<file path="config.mk">
export PLATFORM = sky130hd
export DESIGN_NAME = bus_cycle_seq
export DESIGN_NICKNAME = d
export VERILOG_FILES = /design/src/rtl/bcs_pkg.sv /design/src/rtl/bcs_plan.sv /design/src/rtl/bcs_fsm.sv /design/src/rtl/bcs_lanes.sv /design/src/rtl/bus_cycle_seq.sv
export SDC_FILE = /design/constraint.sdc
export NUM_CORES = 1
export LEC_CHECK = 0
export BUFFER_PORTS_ARGS = -buffer_cell sky130_fd_sc_hd__buf_2
export CAP_MARGIN = 20
export CELL_PAD_IN_SITES_DETAIL_PLACEMENT = 1
export CELL_PAD_IN_SITES_GLOBAL_PLACEMENT = 2
export CORE_UTILIZATION = 24
export CTS_CLUSTER_SIZE = 14
export DETAILED_ROUTE_END_ITERATION = 8
export GPL_TIMING_DRIVEN = 0
export MAX_ROUTING_LAYER = met4
export PLACE_DENSITY_LB_ADDON = 0.1
export SLEW_MARGIN = 20
export SYNTH_ARGS = -nofsm -noshare
export SYNTH_HDL_FRONTEND = slang
export SYNTH_HIERARCHICAL = 1
export SYNTH_SLANG_ARGS = --single-unit
</file>
<file path="constraint.sdc">
create_clock -name clk -period 2.25 [get_ports clk]
set_input_delay 0.3375 -clock clk [delete_from_list [all_inputs] [get_ports clk]]
set_output_delay 0.3375 -clock clk [all_outputs]
set_load 0.03 [all_outputs]
</file>
<file path="src/rtl/bcs_pkg.sv">
package bcs_pkg;
   typedef enum logic [2:0] {
      ST_IDLE = 3'd0,
      ST_T1   = 3'd1,
      ST_T2   = 3'd2,
      ST_T3   = 3'd3,
      ST_TW   = 3'd4,
      ST_T4   = 3'd5
   } bus_st_e;
endpackage

</file>
<file path="src/rtl/bcs_plan.sv">
// Works out the byte-cycle plan for the held request: whether it is split,
// the address of the current sub-cycle and the lanes it uses.
module bcs_plan #(
   parameter int ADDR_W = 20,
   parameter bit NARROW = 1'b0
) (
   input  logic [ADDR_W-1:0] req_addr,
   input  logic              req_word,
   input  logic              phase,
   output logic              split,
   output logic [ADDR_W-1:0] cur_addr,
   output logic              both,
   output logic              hi_lane,
   output logic              bhe_n
);
   assign cur_addr = req_addr + {{(ADDR_W-1){1'b0}}, phase};

   generate
      if (NARROW) begin : g_narrow
         assign split   = req_word;
         assign both    = 1'b0;
         assign hi_lane = 1'b0;
         assign bhe_n   = 1'b1;
      end else begin : g_wide
         assign split   = req_word & req_addr[0];
         assign both    = req_word & ~req_addr[0];
         assign hi_lane = ~both & cur_addr[0];
         assign bhe_n   = ~(both | hi_lane);
      end
   endgenerate
endmodule

</file>
<file path="src/rtl/bcs_fsm.sv">
// T-state sequencer: T1, T2, T3, Tw*, T4, with a second pass for split words.
module bcs_fsm
   import bcs_pkg::*;
(
   input  logic    clk,
   input  logic    rst_n,
   input  logic    req_valid,
   input  logic    ready,
   input  logic    split,
   output bus_st_e st,
   output logic    phase,
   output logic    done,
   output logic    capture
);
   bus_st_e nxt;
   logic    more;

   assign more = split & ~phase;

   always_comb begin
      nxt = st;
      case (st)
         ST_IDLE: nxt = req_valid ? ST_T1 : ST_IDLE;
         ST_T1:   nxt = ST_T2;
         ST_T2:   nxt = ST_T3;
         ST_T3:   nxt = ready ? ST_T4 : ST_TW;
         ST_TW:   nxt = ready ? ST_T4 : ST_TW;
         ST_T4:   nxt = more ? ST_T1 : ST_IDLE;
         default: nxt = ST_IDLE;
      endcase
   end

   always_ff @(posedge clk) begin
      if (!rst_n) begin
         st    <= ST_IDLE;
         phase <= 1'b0;
      end else begin
         st <= nxt;
         if (st == ST_T4) phase <= more;
      end
   end

   assign done    = (st == ST_T4) & ~more;
   assign capture = ((st == ST_T3) | (st == ST_TW)) & ready;

   // a held request leaves idle for T1 on the next edge
   a_r2_idle_to_t1: assert property (@(posedge clk) disable iff (!rst_n)
      (st == ST_IDLE && req_valid) |=> (st == ST_T1));
   // a low READY sample at the end of T3 inserts a wait state
   a_r7_wait_inserted: assert property (@(posedge clk) disable iff (!rst_n)
      ((st == ST_T3 || st == ST_TW) && !ready) |=> (st == ST_TW));
   // completion is a single-clock pulse
   a_r12_done_pulse: assert property (@(posedge clk) disable iff (!rst_n)
      done |=> !done);
endmodule

</file>
<file path="src/rtl/bcs_lanes.sv">
// Byte-lane steering for write data and assembly of read results.
module bcs_lanes #(
   parameter int DATA_W = 16
) (
   input  logic              clk,
   input  logic              rst_n,
   input  logic              capture,
   input  logic              phase,
   input  logic              split,
   input  logic              both,
   input  logic              hi_lane,
   input  logic [DATA_W-1:0] req_wdata,
   input  logic [DATA_W-1:0] ad_in,
   output logic [DATA_W-1:0] wr_lane,
   output logic [DATA_W-1:0] rdata
);
   localparam int BYTE_W = DATA_W / 2;

   logic [BYTE_W-1:0] wbyte;
   logic [BYTE_W-1:0] rbyte;

   assign wbyte   = (split & phase) ? req_wdata[DATA_W-1:BYTE_W] : req_wdata[BYTE_W-1:0];
   assign wr_lane = both ? req_wdata : {wbyte, wbyte};
   assign rbyte   = hi_lane ? ad_in[DATA_W-1:BYTE_W] : ad_in[BYTE_W-1:0];

   always_ff @(posedge clk) begin
      if (!rst_n) begin
         rdata <= '0;
      end else if (capture) begin
         if (both)
            rdata <= ad_in;
         else if (split & phase)
            rdata[DATA_W-1:BYTE_W] <= rbyte;
         else if (split)
            rdata[BYTE_W-1:0] <= rbyte;
         else
            rdata <= {{BYTE_W{1'b0}}, rbyte};
      end
   end

   // a full-word cycle never also selects a single upper lane
   a_r9_lane_exclusive: assert property (@(posedge clk) disable iff (!rst_n)
      !(both && hi_lane));
endmodule

</file>
<file path="src/rtl/bus_cycle_seq.sv">
module bus_cycle_seq
   import bcs_pkg::*;
#(
   parameter int ADDR_W = 20,
   parameter int DATA_W = 16,
   parameter bit NARROW = 1'b0
) (
   input  logic              clk,
   input  logic              rst_n,
   input  logic              req_valid,
   input  logic [ADDR_W-1:0] req_addr,
   input  logic              req_write,
   input  logic              req_mem,
   input  logic              req_word,
   input  logic [DATA_W-1:0] req_wdata,
   output logic              req_done,
   output logic [DATA_W-1:0] req_rdata,
   output logic [ADDR_W-1:0] ad_out,
   output logic              ad_lo_oe,
   output logic              ad_hi_oe,
   input  logic [DATA_W-1:0] ad_in,
   output logic              ale,
   output logic              rd_n,
   output logic              wr_n,
   output logic              mio,
   output logic              dtr,
   output logic              den,
   output logic              bhe_n,
   input  logic              ready
);
   localparam int HI_W = ADDR_W - DATA_W;

   generate
      if (DATA_W % 2 != 0) begin : g_bad_data
         $error("DATA_W must split into two equal byte lanes");
      end
      if (HI_W < 3) begin : g_bad_addr
         $error("ADDR_W must exceed DATA_W by at least 3 for the status lines");
      end
   endgenerate

   bus_st_e           st;
   logic              phase, done, capture;
   logic              split, both, hi_lane, plan_bhe_n;
   logic [ADDR_W-1:0] cur_addr;
   logic [DATA_W-1:0] wr_lane, rdata;
   logic              busy, data_ph, tail;
   logic [HI_W-1:0]   status;

   bcs_plan #(.ADDR_W(ADDR_W), .NARROW(NARROW)) u_plan (
      .req_addr (req_addr),
      .req_word (req_word),
      .phase    (phase),
      .split    (split),
      .cur_addr (cur_addr),
      .both     (both),
      .hi_lane  (hi_lane),
      .bhe_n    (plan_bhe_n)
   );

   bcs_fsm u_fsm (
      .clk       (clk),
      .rst_n     (rst_n),
      .req_valid (req_valid),
      .ready     (ready),
      .split     (split),
      .st        (st),
      .phase     (phase),
      .done      (done),
      .capture   (capture)
   );

   bcs_lanes #(.DATA_W(DATA_W)) u_lanes (
      .clk       (clk),
      .rst_n     (rst_n),
      .capture   (capture),
      .phase     (phase),
      .split     (split),
      .both      (both),
      .hi_lane   (hi_lane),
      .req_wdata (req_wdata),
      .ad_in     (ad_in),
      .wr_lane   (wr_lane),
      .rdata     (rdata)
   );

   assign busy    = (st != ST_IDLE);
   assign data_ph = (st == ST_T2) | (st == ST_T3) | (st == ST_TW);
   assign tail    = data_ph | (st == ST_T4);
   assign status  = {{(HI_W-2){1'b0}}, req_write, req_mem};

   assign ale      = (st == ST_T1);
   assign rd_n     = ~(~req_write & data_ph);
   assign wr_n     = ~(req_write & tail);
   assign den      = data_ph | (req_write & (st == ST_T4));
   assign mio      = busy & req_mem;
   assign dtr      = busy & req_write;
   assign bhe_n    = busy ? plan_bhe_n : 1'b1;
   assign ad_lo_oe = ale | (req_write & tail);
   assign ad_hi_oe = busy;

   always_comb begin
      ad_out = '0;
      if (st == ST_T1) begin
         ad_out = cur_addr;
      end else if (busy) begin
         ad_out[ADDR_W-1:DATA_W] = status;
         if (req_write) ad_out[DATA_W-1:0] = wr_lane;
      end
   end

   assign req_done  = done;
   assign req_rdata = rdata;

   // the read strobe only falls in the state right after the address strobe
   a_r5_rd_after_ale: assert property (@(posedge clk) disable iff (!rst_n)
      $fell(rd_n) |-> $past(ale));
   // read and write strobes never overlap
   a_r6_no_strobe_overlap: assert property (@(posedge clk) disable iff (!rst_n)
      !(!rd_n && !wr_n));
   // the address strobe lasts one state
   a_r3_ale_single: assert property (@(posedge clk) disable iff (!rst_n)
      ale |=> !ale);
   // while reading, the low lines are not driven
   a_r4_read_released: assert property (@(posedge clk) disable iff (!rst_n)
      !rd_n |-> !ad_lo_oe);

   generate
      if (NARROW) begin : g_chk_narrow
         // upper-byte enable unused on the 8-bit bus
         a_r11_no_bhe: assert property (@(posedge clk) disable iff (!rst_n)
            bhe_n);
      end
   endgenerate
endmodule

</file>
==> results of run 1 <==
-- layout by cell type (no fill, tap or decap), types with 2 or more instances in the layout --
master / synthesis / routed
a211oi_1: 14 / 14
a21oi_1: 16 / 16
a22oi_1: 6 / 6
and2_1: 5 / 3
and2_2: 1 / 3
and2b_1: 2 / 2
and3_1: 8 / 7
buf_2: 9 / 93
buf_4: 1 / 28
buf_6: 4 / 11
clkbuf_1: 7 / 5
clkbuf_2: 1 / 2
clkbuf_8: 0 / 3
dfxtp_1: 20 / 18
ha_4: 0 / 3
inv_1: 6 / 6
mux2_2: 16 / 13
mux2_4: 0 / 3
mux2i_1: 11 / 11
nand2_1: 24 / 23
nand2b_1: 5 / 5
nand3_1: 11 / 9
nand3_2: 1 / 3
nand3b_1: 3 / 3
nand4_1: 4 / 4
nor2_1: 8 / 7
nor2b_1: 4 / 3
o211ai_1: 16 / 16
o21ai_0: 3 / 3
o21ai_1: 19 / 16
o21ai_2: 0 / 3
xnor2_1: 15 / 13
xnor2_2: 0 / 2
xor2_1: 4 / 4
-- critical path, cell delays in order (launching register included) --
cell and delay, ns:
dfxtp_4 0.39, ha_4 0.15, ha_4 0.14, and3_4 0.18
buf_6 0.12, buf_4 0.11, nand3_1 0.08, xnor2_1 0.17
and3_1 0.19, buf_6 0.13
-- registers in the layout, summed over array words and instances (netlist names) --
register       count
u_fsm/st           3
u_lanes/rdata     16
u_fsm/phase        1
-- cell families after synthesis --
group,share of synthesized area (%)
adder cells (fa/ha/maj),2.40
buffers and inverters,7.27
AND/OR/NAND/NOR,23.5
multiplexers,13.9
AO/OA/AOI/OAI,25.7
XOR/XNOR,7.99
flip-flops,19.2
-- layout make-up --
class	count	share of cell area, %
tap	105	4.19
buffer	20	4.27
timing repair buffer	120	22.8
multi-input combinational	219	52.9
clock inverter	1	0.957
clock buffer	3	1.32
sequential	20	12.9
inverter	6	0.718
-- power breakdown --
part           internal (uW)  leakage [uW]  switching, uW
Combinational            315       0.00119            511
Clock                    238     0.0000357            136
Sequential               375      0.000163           29.3
Total                    928       0.00139            676
-- how the worst max path moves through the flow --
stage | to | slack, ns | cells after the start
2_1_floorplan | ad_out[14] | 0.05 | 8
5_1_grt | ad_out[18] | -0.11 | 9
3_5_place_dp | ad_out[7] | -0.41 | 9
3_3_place_gp | ad_out[7] | -0.42 | 9
4_1_cts | ad_out[16] | -0.1 | 9
6_report | ad_out[18] | -0.03 | 9
-- stage by stage --
step / cell area (um^2) / util, %
after floorplan: 2080 / -
after global placement: 2740 / 33.0
after detailed placement: 2740 / 33.0
after CTS: 2870 / 34.6
after global routing: 3140 / 37.8
final: 3140 / 37.8
-- timing repair --
item                                    in CTS  in global routing
gates resized for setup                     17                 52
setup buffers                                2                 14
endpoints found under the setup margin      29                 22
pin swaps                                    2                 13
-- layer usage --
| metal | track usage (%) | up-vias | wire length, um |
|---|---|---|---|
| met3 | 1.83 | 4 | 359 |
| met2 | 30.0 | 68 | 3820 |
| met1 | 22.1 | 1122 | 3500 |
| li1 | - | 1226 | - |
| met5 | - | - | 0 |
| met4 | 2.27 | 0 | 44 |
==> results.toml, run 1 <==
[place]
placedCellCount = 476
gp_congestion = 0.728
hpwlAfterDp_mm = 6.16
pre_cts_ws_ns = -0.409
port_buffers = 104

[clocking]
cts_root_buf = "clkbuf_8"
cts_tree = "yes"
numCtsBuffers = 3
clkSlewWorstSetupHoldPaths_ns = 0.08
clk_latency_ns = 0.26
cts.sinks = 20
htreeDepth = 1
cts_buffer_depth = 2
hold_buffers = 0

[floorplan]
pin_count = 105
die_h_um = 95.2
die-width_um = 95.2
rows = 33
start_util_pct = 25.1
die_area_um2 = 9060
core_area_um2 = 8300

[critical_path]
critPathLaunchType = "flip-flop"
rr_endpoint = "u_lanes/rdata[9]"
rrSetupSlack_ns = 0.29
r2r_cells = 7
startpoint = "u_fsm/phase"
crit_arrival_ns = 1.94
crit_fanout = 7
critPathKind = "reg -> out"
endpoint_kind = "output pin"
worstReg2RegStart = "u_fsm/st[0]"
crit_required_ns = 1.91

[sta]
fin_ws_ns = -0.0257
whs_ns = 0.381
period_share_pct = 101
fin_skew_ns = 0.00152
tns_ns = -0.0314
fmax_ghz = 0.439
rsz0062_at_grt = "yes"
tightest_slew_ns = 0.462
maxSlewViolCount = 0
relSlewSlack_pct = 69.2
layout_min_cycle_time_ns = 2.28
hold_viol = 0
setup_violations = 2

[run_status]
violations = "negative setup slack"
status = "finished, violations left"

[synthesis]
syn_area_um2 = 2080
synth.avg_cell_area_um2 = 7.80
synth_top_area_share_pct = 19.2
syn_inst = 267
synth.most_common_cell = "nand2_1"
synth_top_cells_by_area = "dfxtp_1, mux2_2, xnor2_1"
synthArstFlopShare_pct = 0
ys_ff_latch = 20
synth_edf_count = 0
ys_types = 49
syn_nets = 330
yosysWarnings = 6
ys_dominant_reg_cell = "dfxtp_1"
post-synth-top-area-cell = "dfxtp_1"
ys_top_cells_by_count = "nand2_1, dfxtp_1, o21ai_1"
synth-seq-area-share_pct = 19.2

[drt]
ant_nets = 0
wl_mm = 7.71
via_per_inst = 4.90
drt_iter0_markers = 24
drc_errors = 0
route.vias.total = 2420
dr.pass1.iters = 4
wl_per_cell_um = 15.6

[cells_and_area]
ff_latch_area_um2 = 405
syn_to_final_growth_pct = 50.6
multi_input_area_um2 = 1660
final_cells = 494
fillers = 1025
nNetsFinal = 453
drive_above_1_share_pct = 46.5
n_antenna_cell = 0

[pwr]
total_power_uw = 1600
vdd_drop_max_mv = 0.226
p_leak_uw = 0.00139
power_density_nw_per_um2 = 511

[global_routing]
grt_start_max_net_pins = 13
grt_overflow = 0
grt_pass1_vias = 2375
track_usage_pct = 17.3
grt_pass1_wl_mm = 12.0
antenna_found_initial = 0

[min_path]
min_delay_path_depth = 2
min-delay-start = "rst_n"
min_to = "u_lanes/rdata[10]"
worstHoldPathType = "in -> reg"

[job]
drv_cap = 0
Power figures use the tool's default switching activity.
==> run 2: changes to the inputs <==
- GPL_TIMING_DRIVEN: 0 -> 1
- PLACE_DENSITY_LB_ADDON: 0.1 -> 0.08
==> run 2 against run 1 <==
The run now ends clean. Largest cell class unchanged. Utilization is 2.2 points lower. Via count shrank 3.3%. Critical endpoint is now ad_out[5]. Die area unchanged. Sequential share of layout area is 0.75 points higher.
==> results.toml, run 2 (synthesized netlist as in run 1, its figures left out) <==
[pwr]
power_density_nw_per_um2 = 526
vdd_drop_max_mv = 0.183
p_leak_uw = 0.00129

[place]
placedCellCount = 467
placed_cell_area_um2 = 2720
port_buffers = 104
hpwlAfterDp_mm = 5.86
gp_congestion = 0.780

[floorplan]
core_area_um2 = 8300
die_area_um2 = 9060
die-width_um = 95.2
pin_count = 105
start_util_pct = 25.1
die_h_um = 95.2
rows = 33

[clocking]
cts_root_buf = "clkbuf_8"
hold_buffers = 0
numCtsBuffers = 3
cts.sinks = 20
htreeDepth = 1
clk_latency_ns = 0.27
clkSlewWorstSetupHoldPaths_ns = 0.08
cts_tree = "yes"
cts_buffer_depth = 2

[cells_and_area]
largest_reg_flops = 16
reg_top3 = "u_lanes/rdata: 16 flops, u_fsm/st: 3 flops, u_fsm/phase: 1 flops"
nNetsFinal = 438
final_area_um2 = 2960
final_cells = 480
top_register = "u_lanes/rdata"
syn_to_final_growth_pct = 41.9
final_common_cell = "buf_2"
layout_common_cells = "buf_2, buf_4, nand2_1, dfxtp_1, o21ai_1"
drive_above_1_share_pct = 43.6

[global_routing]
grt_pass1_vias = 2303
grt_overflow = 0
antenna_found_initial = 1
track_usage_pct = 16.5
grt_start_max_net_pins = 25
grt_pass1_wl_mm = 11.4

[min_path]
worstHoldPathType = "in -> reg"

[critical_path]
endpoint_kind = "output pin"
critPathKind = "reg -> out"
rrSetupSlack_ns = 0.42
crit_required_ns = 1.91
critPathLaunchType = "flip-flop"
crit_fanout = 11
crit_arrival_ns = 1.88

[sta]
rsz0062_at_grt = "yes"
layout_min_cycle_time_ns = 2.22
fin_skew_ns = 0.00714
maxSlewViolCount = 0
hold_viol = 0
fmax_ghz = 0.450
relSlewSlack_pct = 67.4
setup_violations = 0
period_share_pct = 98.7
tightest_slew_ns = 0.489

[drt]
wl_mm = 7.32
dr.pass1.iters = 4
route.vias.total = 2339
wl_per_cell_um = 15.3
ant_nets = 0
via_per_inst = 4.87
drc_errors = 0
drt_iter0_markers = 39

[job]
drv_cap = 0

[run_status]
status = "complete, no violations"
[run 2: changes by cell type in the layout (fill, tap and decap cells not counted), moves of 3 or more]
cell      before  now
clkbuf_1       5    0
mux2_4         3    0
buf_6         11    3
mux2_2        13   16
[run 2: cell type report]
class,count,area (um^2)
clock inverters,1,30.0
well taps,105,131
fillers,1037,5340
repair buffers,125,727
clock buffers,3,41.3
flip-flops and latches,20,404
inverters,6,22.5
diodes,1,2.50
multi-input cells,219,1600
[run 2: report_power, final]
part           switching, uW  internal (uW)  leakage (uW)  total, uW
clock network            139            238     0.0000357        377
registers               25.8            375      0.000163        401
logic                    495            282       0.00110        777
[run 2: path summary, 6_finish.rpt]
| check | from | to | cells after the start |
|---|---|---|---|
| max | u_fsm/phase | ad_out[5] | 7 |
| min | rst_n | u_fsm/phase | 2 |
| max reg2reg | u_fsm/phase | u_lanes/rdata[0] | 6 |
| min reg2reg | u_lanes/rdata[8] | u_lanes/rdata[8] | 2 |
[run 2: stage by stage]
| stage | util [%] | setup slack (ns) | power (uW) | TNS, ns | hold slack [ns] |
|---|---|---|---|---|---|
| 6_report | 35.6 | 0.0289 | 1550 | 0 | 0.376 |
| 5_1_grt | 35.6 | -0.0644 | 1640 | -0.282 | 0.380 |
| 2_1_floorplan | - | 0.0458 | 924 | 0 | 0.466 |
| 4_1_cts | 34.3 | -0.0170 | 1550 | -0.0226 | 0.382 |
| 3_3_place_gp | 32.7 | 0.0259 | 1160 | 0 | 0.505 |
| 3_5_place_dp | 32.7 | 0.00338 | 1160 | 0 | 0.516 |
[run 2: critical path, cell delays in order (launching register included)]
cell and delay, ns:
dfxtp_4 0.37, buf_4 0.16, nand3b_1 0.13, buf_12 0.15
mux2_2 0.34, o211ai_1 0.16, o21ai_1 0.13, buf_4 0.19
[run 2: timing repair]
action / in CTS / in global routing
pin swaps: 2 / 8
setup endpoints to repair: 15 / 20
gates resized for setup: 12 / 24
buffers inserted: 3 / 5
[run 2: routing by layer]
layer  GRT usage, %  up-vias  wire length, um
li1               -     1193                -
met1           20.4     1080             3330
met2           28.0       61             3610
met3           2.07        5              324
met4           4.29        0               56
met5              -        -                0
